### config.mk
export PLATFORM = sky130hd
export DESIGN_NAME = rename_fold
export DESIGN_NICKNAME = d
export VERILOG_FILES = /design/src/rtl/rnf_pkg.sv /design/src/rtl/rnf_map_table.sv /design/src/rtl/rnf_fold_unit.sv /design/src/rtl/rnf_out_stage.sv /design/src/rtl/rename_fold.sv
export SDC_FILE = /design/constraint.sdc
export NUM_CORES = 1
export LEC_CHECK = 0
export BUFFER_PORTS_ARGS = -buffer_cell sky130_fd_sc_hd__buf_2
export CAP_MARGIN = 20
export CORE_MARGIN = 2
export CORE_UTILIZATION = 66
export DETAILED_ROUTE_END_ITERATION = 16
export PLACE_DENSITY = 0.95
export SETUP_SLACK_MARGIN = 0.3
export SLEW_MARGIN = 20
export SYNTH_ARGS = -nofsm -noshare
export SYNTH_HDL_FRONTEND = slang
export SYNTH_HIERARCHICAL = 1
export SYNTH_SLANG_ARGS = --single-unit
### constraint.sdc
create_clock -name clk -period 8.4 [get_ports clk]
set_input_delay 1.26 -clock clk [delete_from_list [all_inputs] [get_ports clk]]
set_output_delay 1.26 -clock clk [all_outputs]
set_load 0.05 [all_outputs]
### src/rtl/rnf_pkg.sv
package rnf_pkg;
  localparam int OP_W = 2;
  localparam logic [OP_W-1:0] OP_ADDI = 2'b01;

  function automatic logic is_foldable(input logic [OP_W-1:0] op);
    return op == OP_ADDI;
  endfunction
endpackage

### src/rtl/rnf_map_table.sv
module rnf_map_table #(
  parameter int NUM_LREG = 8,
  parameter int PREG_W   = 6,
  parameter int DATA_W   = 16,
  localparam int LREG_W  = $clog2(NUM_LREG)
) (
  input  logic              clk,
  input  logic              rst,
  input  logic [LREG_W-1:0] rd_idx,
  output logic [PREG_W-1:0] rd_preg,
  output logic              rd_has,
  output logic [PREG_W-1:0] rd_base,
  output logic [DATA_W-1:0] rd_k,
  input  logic              wr_en,
  input  logic [LREG_W-1:0] wr_idx,
  input  logic [PREG_W-1:0] wr_preg,
  input  logic              wr_has,
  input  logic [PREG_W-1:0] wr_base,
  input  logic [DATA_W-1:0] wr_k
);
  logic [PREG_W-1:0] preg_q [NUM_LREG];
  logic              has_q  [NUM_LREG];
  logic [PREG_W-1:0] base_q [NUM_LREG];
  logic [DATA_W-1:0] k_q    [NUM_LREG];

  always_ff @(posedge clk) begin
    if (rst) begin
      for (int i = 0; i < NUM_LREG; i++) begin
        preg_q[i] <= PREG_W'(i);
        has_q[i]  <= 1'b0;
        base_q[i] <= '0;
        k_q[i]    <= '0;
      end
    end else if (wr_en) begin
      preg_q[wr_idx] <= wr_preg;
      has_q[wr_idx]  <= wr_has;
      base_q[wr_idx] <= wr_base;
      k_q[wr_idx]    <= wr_k;
    end
  end

  assign rd_preg = preg_q[rd_idx];
  assign rd_has  = has_q[rd_idx];
  assign rd_base = base_q[rd_idx];
  assign rd_k    = k_q[rd_idx];
endmodule

### src/rtl/rnf_fold_unit.sv
module rnf_fold_unit
  import rnf_pkg::*;
#(
  parameter int PREG_W = 6,
  parameter int DATA_W = 16
) (
  input  logic [OP_W-1:0]   op,
  input  logic [DATA_W-1:0] imm,
  input  logic [PREG_W-1:0] free_preg,
  input  logic [PREG_W-1:0] src_preg,
  input  logic              src_has,
  input  logic [PREG_W-1:0] src_base,
  input  logic [DATA_W-1:0] src_k,
  output logic [PREG_W-1:0] iss_src,
  output logic [DATA_W-1:0] iss_imm,
  output logic              iss_folded,
  output logic [PREG_W-1:0] new_preg,
  output logic              new_has,
  output logic [PREG_W-1:0] new_base,
  output logic [DATA_W-1:0] new_k
);
  logic              foldable;
  logic              chain;
  logic [DATA_W-1:0] k_sum;

  assign foldable = is_foldable(op);
  assign chain    = foldable && src_has;
  assign k_sum    = src_k + imm;

  always_comb begin
    iss_src    = src_preg;
    iss_imm    = imm;
    iss_folded = 1'b0;
    new_preg   = free_preg;
    new_has    = 1'b0;
    new_base   = '0;
    new_k      = '0;
    if (chain) begin
      iss_src    = src_base;
      iss_imm    = k_sum;
      iss_folded = 1'b1;
      new_has    = 1'b1;
      new_base   = src_base;
      new_k      = k_sum;
    end else if (foldable) begin
      new_has  = 1'b1;
      new_base = src_preg;
      new_k    = imm;
    end
  end
endmodule

### src/rtl/rnf_out_stage.sv
module rnf_out_stage
  import rnf_pkg::*;
#(
  parameter int PREG_W = 6,
  parameter int DATA_W = 16
) (
  input  logic              clk,
  input  logic              rst,
  input  logic              d_valid,
  input  logic [OP_W-1:0]   d_op,
  input  logic [PREG_W-1:0] d_dst,
  input  logic [PREG_W-1:0] d_src,
  input  logic [DATA_W-1:0] d_imm,
  input  logic              d_folded,
  output logic              q_valid,
  output logic [OP_W-1:0]   q_op,
  output logic [PREG_W-1:0] q_dst,
  output logic [PREG_W-1:0] q_src,
  output logic [DATA_W-1:0] q_imm,
  output logic              q_folded
);
  always_ff @(posedge clk) begin
    if (rst) begin
      q_valid  <= 1'b0;
      q_op     <= '0;
      q_dst    <= '0;
      q_src    <= '0;
      q_imm    <= '0;
      q_folded <= 1'b0;
    end else begin
      q_valid  <= d_valid;
      q_op     <= d_valid ? d_op : '0;
      q_dst    <= d_valid ? d_dst : '0;
      q_src    <= d_valid ? d_src : '0;
      q_imm    <= d_valid ? d_imm : '0;
      q_folded <= d_valid && d_folded;
    end
  end
endmodule

### src/rtl/rename_fold.sv
module rename_fold
  import rnf_pkg::*;
#(
  parameter int NUM_LREG = 8,
  parameter int NUM_PREG = 64,
  parameter int DATA_W   = 16,
  localparam int LREG_W  = $clog2(NUM_LREG),
  localparam int PREG_W  = $clog2(NUM_PREG)
) (
  input  logic              clk,
  input  logic              rst,
  input  logic              in_valid,
  input  logic [OP_W-1:0]   in_op,
  input  logic [LREG_W-1:0] in_dst,
  input  logic [LREG_W-1:0] in_src,
  input  logic [DATA_W-1:0] in_imm,
  input  logic [PREG_W-1:0] free_preg,
  output logic              out_valid,
  output logic [OP_W-1:0]   out_op,
  output logic [PREG_W-1:0] out_dst_preg,
  output logic [PREG_W-1:0] out_src_preg,
  output logic [DATA_W-1:0] out_imm,
  output logic              out_folded
);
  logic [PREG_W-1:0] src_preg, src_base, iss_src, new_preg, new_base;
  logic [DATA_W-1:0] src_k, iss_imm, new_k;
  logic              src_has, iss_folded, new_has;

  rnf_map_table #(.NUM_LREG(NUM_LREG), .PREG_W(PREG_W), .DATA_W(DATA_W)) u_map (
    .clk(clk), .rst(rst),
    .rd_idx(in_src), .rd_preg(src_preg), .rd_has(src_has),
    .rd_base(src_base), .rd_k(src_k),
    .wr_en(in_valid), .wr_idx(in_dst), .wr_preg(new_preg),
    .wr_has(new_has), .wr_base(new_base), .wr_k(new_k)
  );

  rnf_fold_unit #(.PREG_W(PREG_W), .DATA_W(DATA_W)) u_fold (
    .op(in_op), .imm(in_imm), .free_preg(free_preg),
    .src_preg(src_preg), .src_has(src_has), .src_base(src_base), .src_k(src_k),
    .iss_src(iss_src), .iss_imm(iss_imm), .iss_folded(iss_folded),
    .new_preg(new_preg), .new_has(new_has), .new_base(new_base), .new_k(new_k)
  );

  rnf_out_stage #(.PREG_W(PREG_W), .DATA_W(DATA_W)) u_out (
    .clk(clk), .rst(rst),
    .d_valid(in_valid), .d_op(in_op), .d_dst(free_preg), .d_src(iss_src),
    .d_imm(iss_imm), .d_folded(iss_folded),
    .q_valid(out_valid), .q_op(out_op), .q_dst(out_dst_preg),
    .q_src(out_src_preg), .q_imm(out_imm), .q_folded(out_folded)
  );
endmodule

==> report_table.html <==
<table>
<tr><th>Metric</th><th>Value</th></tr>
<tr><th colspan="2">Synthesis</th></tr>
<tr><td>Leading cell types by total area after synthesis</td><td>edfxtp_1 55%, nor3_1 8.7%, mux4_2 7.1%</td></tr>
<tr><td>Fraction of the yosys area taken by sequential cells</td><td>0.597</td></tr>
<tr><td>EDFF count, synth</td><td>232</td></tr>
<tr><td>Summed instance area of the synthesized netlist</td><td>12700 um2</td></tr>
<tr><td>Count of synthesis-stage warnings from yosys</td><td>6</td></tr>
<tr><td>Portion of synthesized cell area occupied by the leading cell type</td><td>0.547</td></tr>
<tr><td>Post-Syn Area per Cell</td><td>13.5 um2</td></tr>
<tr><td>Number of distinct library cells after synthesis</td><td>56</td></tr>
<tr><td>Largest area contributor in the synthesized netlist</td><td>edfxtp_1</td></tr>
<tr><td>Total of flip-flops plus latches after synthesis</td><td>264</td></tr>
<tr><td>Total nets after synthesis</td><td>995</td></tr>
<tr><td>Share of flip-flops with an asynchronous set or reset after synthesis</td><td>0</td></tr>
<tr><td>Count of mapped cells out of synthesis</td><td>946</td></tr>
<tr><td>Predominant post-synthesis flop cell</td><td>edfxtp_1</td></tr>
<tr><th colspan="2">Routing</th></tr>
<tr><td>Average vias per placed instance</td><td>7.44</td></tr>
<tr><td>Total Wirelength</td><td>36.1 mm</td></tr>
<tr><td>Drt wl/cell</td><td>29.1 um</td></tr>
<tr><td>Post-route DRC</td><td>0</td></tr>
<tr><td>Met1 Routed Length</td><td>11.7 mm</td></tr>
<tr><td>Number of detailed-route iterations in the first pass</td><td>6</td></tr>
<tr><td>Vias</td><td>9237</td></tr>
<tr><td>Violation count after the first detailed-routing iteration</td><td>1628</td></tr>
<tr><td>Total length of routed met2 wires</td><td>17.2 mm</td></tr>
<tr><td>Top routing layer in use</td><td>met4</td></tr>
<tr><td>Metal3 WL</td><td>5.12 mm</td></tr>
<tr><td>Remaining antenna violation count after routing</td><td>0</td></tr>
<tr><th colspan="2">Finish</th></tr>
<tr><td>Final cell area excluding filler cells</td><td>14100 um2</td></tr>
<tr><td>Layout Nets</td><td>1011</td></tr>
<tr><td>Fin cells</td><td>1241</td></tr>
<tr><td>Area taken by flip-flops and latches</td><td>7610 um2</td></tr>
<tr><td>Fill cell count</td><td>945</td></tr>
<tr><td>Relative area change from synthesis to final layout</td><td>10.8%</td></tr>
<tr><td>Proportion of layout cells with a drive suffix above 1</td><td>0.213</td></tr>
<tr><td>Diodes inserted</td><td>0</td></tr>
<tr><td>Total area of multi-input combinational cells</td><td>4650 um2</td></tr>
<tr><th colspan="2">STA</th></tr>
<tr><td>Setup repair after global routing missed its margin</td><td>false</td></tr>
<tr><td>Total negative setup slack</td><td>0 ns</td></tr>
<tr><td>Final setup violation count</td><td>0</td></tr>
<tr><td>Time the final worst path needs with I/O delays and setup</td><td>5.57 ns</td></tr>
<tr><td>Hold Fails Final Rpt</td><td>0</td></tr>
<tr><td>Tcrit/Tclk final</td><td>0.663</td></tr>
<tr><td>Clock skew after layout</td><td>0.0262 ns</td></tr>
<tr><td>Worst-margin pin slew</td><td>1.17 ns</td></tr>
<tr><td>Number of slew-limit violations in the final report</td><td>0</td></tr>
<tr><td>Worst hold slack</td><td>0.980 ns</td></tr>
<tr><td>Highest clock frequency the design can meet</td><td>180 MHz</td></tr>
<tr><td>Worst rel slew slack</td><td>0.219</td></tr>
<tr><th colspan="2">Worst setup path</th></tr>
<tr><td>Setup slack, reg-to-reg</td><td>4.30 ns</td></tr>
<tr><td>Launching element of the worst setup path</td><td>in_src[0]</td></tr>
<tr><td>Category of the worst setup path launch point</td><td>primary input</td></tr>
<tr><td>Worst endpoint data arrival time</td><td>5.92 ns</td></tr>
<tr><td>FF-to-FF Start</td><td>u_map/k_q[2][1]</td></tr>
<tr><td>Critical path capture point type</td><td>flop</td></tr>
<tr><td>Req. time, crit path</td><td>8.75 ns</td></tr>
<tr><td>CP Max Fanout</td><td>40</td></tr>
<tr><td>Critical setup path kind</td><td>primary input to flop</td></tr>
<tr><th colspan="2">Clock tree</th></tr>
<tr><td>Max H-tree Level</td><td>1</td></tr>
<tr><td>TritonCTS clock tree</td><td>built</td></tr>
<tr><td>Number of instances resized during post-cts repair</td><td>0</td></tr>
<tr><td>CTS Hold Buffers Added</td><td>0</td></tr>
<tr><td>Total clock sinks</td><td>264</td></tr>
<tr><td>Clk Latency, worst-skew pair</td><td>0.55 ns</td></tr>
<tr><td>Maximum buffer depth of the clock tree</td><td>3</td></tr>
<tr><td>Clock-pin transition on the worst setup and hold timing paths</td><td>0.07 ns</td></tr>
<tr><td>Clock Tree Root</td><td>clkbuf_16</td></tr>
<tr><td>Post-CTS Repair Setup Buffers</td><td>0</td></tr>
<tr><td>TritonCTS buffer count</td><td>25</td></tr>
<tr><th colspan="2">Floorplan</th></tr>
<tr><td>Floorplan Core Area</td><td>18800 um2</td></tr>
<tr><td>Die Wd</td><td>143 um</td></tr>
<tr><td>Count of boundary I/O pins</td><td>65</td></tr>
<tr><td>Die area</td><td>20400 um2</td></tr>
<tr><td>Row Count</td><td>50</td></tr>
<tr><td>Height of the die</td><td>143 um</td></tr>
<tr><td>Initial cell density of the core</td><td>0.676</td></tr>
<tr><th colspan="2">Global routing</th></tr>
<tr><td>GRT Residual Overflow</td><td>0</td></tr>
<tr><td>Total global routing track utilization</td><td>0.346</td></tr>
<tr><td>Via count of the first global-routing pass</td><td>9148</td></tr>
<tr><td>Global-route wire length before repair</td><td>52.3 mm</td></tr>
<tr><td>Pin count of the biggest net entering global routing</td><td>89</td></tr>
<tr><td>Initial antenna violation count</td><td>1</td></tr>
<tr><th colspan="2">Job</th></tr>
<tr><td>Count of maximum capacitance violations</td><td>0</td></tr>
<tr><th colspan="2">Placed design</th></tr>
<tr><td>Placer congestion estimate</td><td>0.915</td></tr>
<tr><td>Post-Place Cells</td><td>1191</td></tr>
<tr><td>Count of input and output buffers</td><td>64</td></tr>
<tr><td>Half-perimeter wire length after placement</td><td>18.2 mm</td></tr>
<tr><td>Placed Area</td><td>13100 um2</td></tr>
<tr><th colspan="2">Pwr</th></tr>
<tr><td>VDD IR max</td><td>171 uV</td></tr>
<tr><td>Final Power</td><td>3170 uW</td></tr>
<tr><td>Static leakage</td><td>0.00516 uW</td></tr>
<tr><td>Power density of the placed cells</td><td>225 nW/um2</td></tr>
<tr><th colspan="2">Run status</th></tr>
<tr><td>Status</td><td>finished clean</td></tr>
<tr><th colspan="2">Min path</th></tr>
<tr><td>Worst hold start</td><td>in_op[1]</td></tr>
<tr><td>Class of the most critical hold timing path</td><td>primary input to flop</td></tr>
</table>
-- stage by stage --
stage	setup slack, ns	util
floorplan	3.74	-
global placement	2.84	0.697
detailed placement	2.62	0.697
CTS	2.96	0.743
global route	2.71	0.749
finish	2.83	0.749
-- synthesized netlist by cell type (all sizes together), types with 3 or more instances --
library cell and n:
a21o 9, mux4 58, o21ai 12, dfxtp 32, nand2 62, xnor2 7
xor2 4, a21oi 12, o21bai 8, or3 12, nor3 222, ha 15
nor2 7, buf 37, and2 14, and3b 31, nand3 11, nand3b 3
o211ai 4, edfxtp 232, mux2 30, and3 3, nor2b 3, clkinv 27
mux2i 3, nand2b 4, inv 6, nand4 3, clkbuf 54, nor3b 3
-- logic make-up (layout without fill, tap and decap cells) --
family | after synthesis | after routing | synth area share
buffers and inverters | 124 | 159 | 0.0447
and+or+nand+nor | 380 | 380 | 0.158
muxes | 91 | 91 | 0.143
AOI/OAI and AO/OA | 60 | 60 | 0.0337
xor gates and xnor gates | 11 | 11 | 0.00757
adders and majority gates | 16 | 16 | 0.0163
DFF | 264 | 264 | 0.597
-- flip-flops by register name (all words and copies together), names as in the netlist --
signal / count
u_out/q_valid: 1
u_map/has_q: 8
u_out/q_src: 6
u_map/k_q: 128
u_map/preg_q: 48
u_out/q_folded: 1
u_out/q_imm: 16
u_map/base_q: 48
u_out/q_dst: 6
u_out/q_op: 2
-- critical path, stage by stage --
cell and delay, ns:
buf_4 0.33, buf_4 0.71, mux4_2 0.61, mux2_4 0.31
ha_1 0.30, a21oi_1 0.32, o211ai_2 0.25, a211oi_4 0.47
and3_1 0.22, o21ai_0 0.12, a21oi_1 0.31, clkinv_1 0.34
nor3_1 0.34
-- routing by layer --
layer | vias to the layer above | GRT usage
li1 | 3656 | -
met1 | 4355 | 0.427
met2 | 1026 | 0.556
met3 | 200 | 0.0801
met4 | 0 | 0.218
met5 | - | 0
-- layout make-up --
type / instances / share of cell area
Clock buffer: 28 / 0.0466
Clock inverter: 18 / 0.0160
Inverter: 33 / 0.00878
Multi-Input combinational cell: 558 / 0.330
Sequential cell: 264 / 0.539
Tap cell: 260 / 0.0231
Timing Repair Buffer: 80 / 0.0366
-- where the power goes --
group          internal (uW)  switching (uW)  total, uW  leakage [uW]
Sequential              1490            21.9       1510       0.00263
Combinational            148             287        435       0.00210
Clock                    718             507       1220      0.000427
Total                   2350             816       3170       0.00516
-- cell usage in the layout (no fill, tap or decap), types with 20 or more instances in the layout --
cell	count
mux2_4	20
clkbuf_16	25
dfxtp_1	32
mux4_2	40
edfxtp_1	232
and3b_1	31
nand2_1	61
clkinv_1	32
nor3_1	221
buf_2	63
-- path summary, 6_finish.rpt --
kind,endpoint,cells past startpoint
worst max-delay path,u_map/k_q[1][13],13
worst min-delay path,u_out/q_op[1],2
worst max register to register,u_map/k_q[1][13],11
worst min register to register,u_out/q_src[3],5
Power figures use the tool's default switching activity.
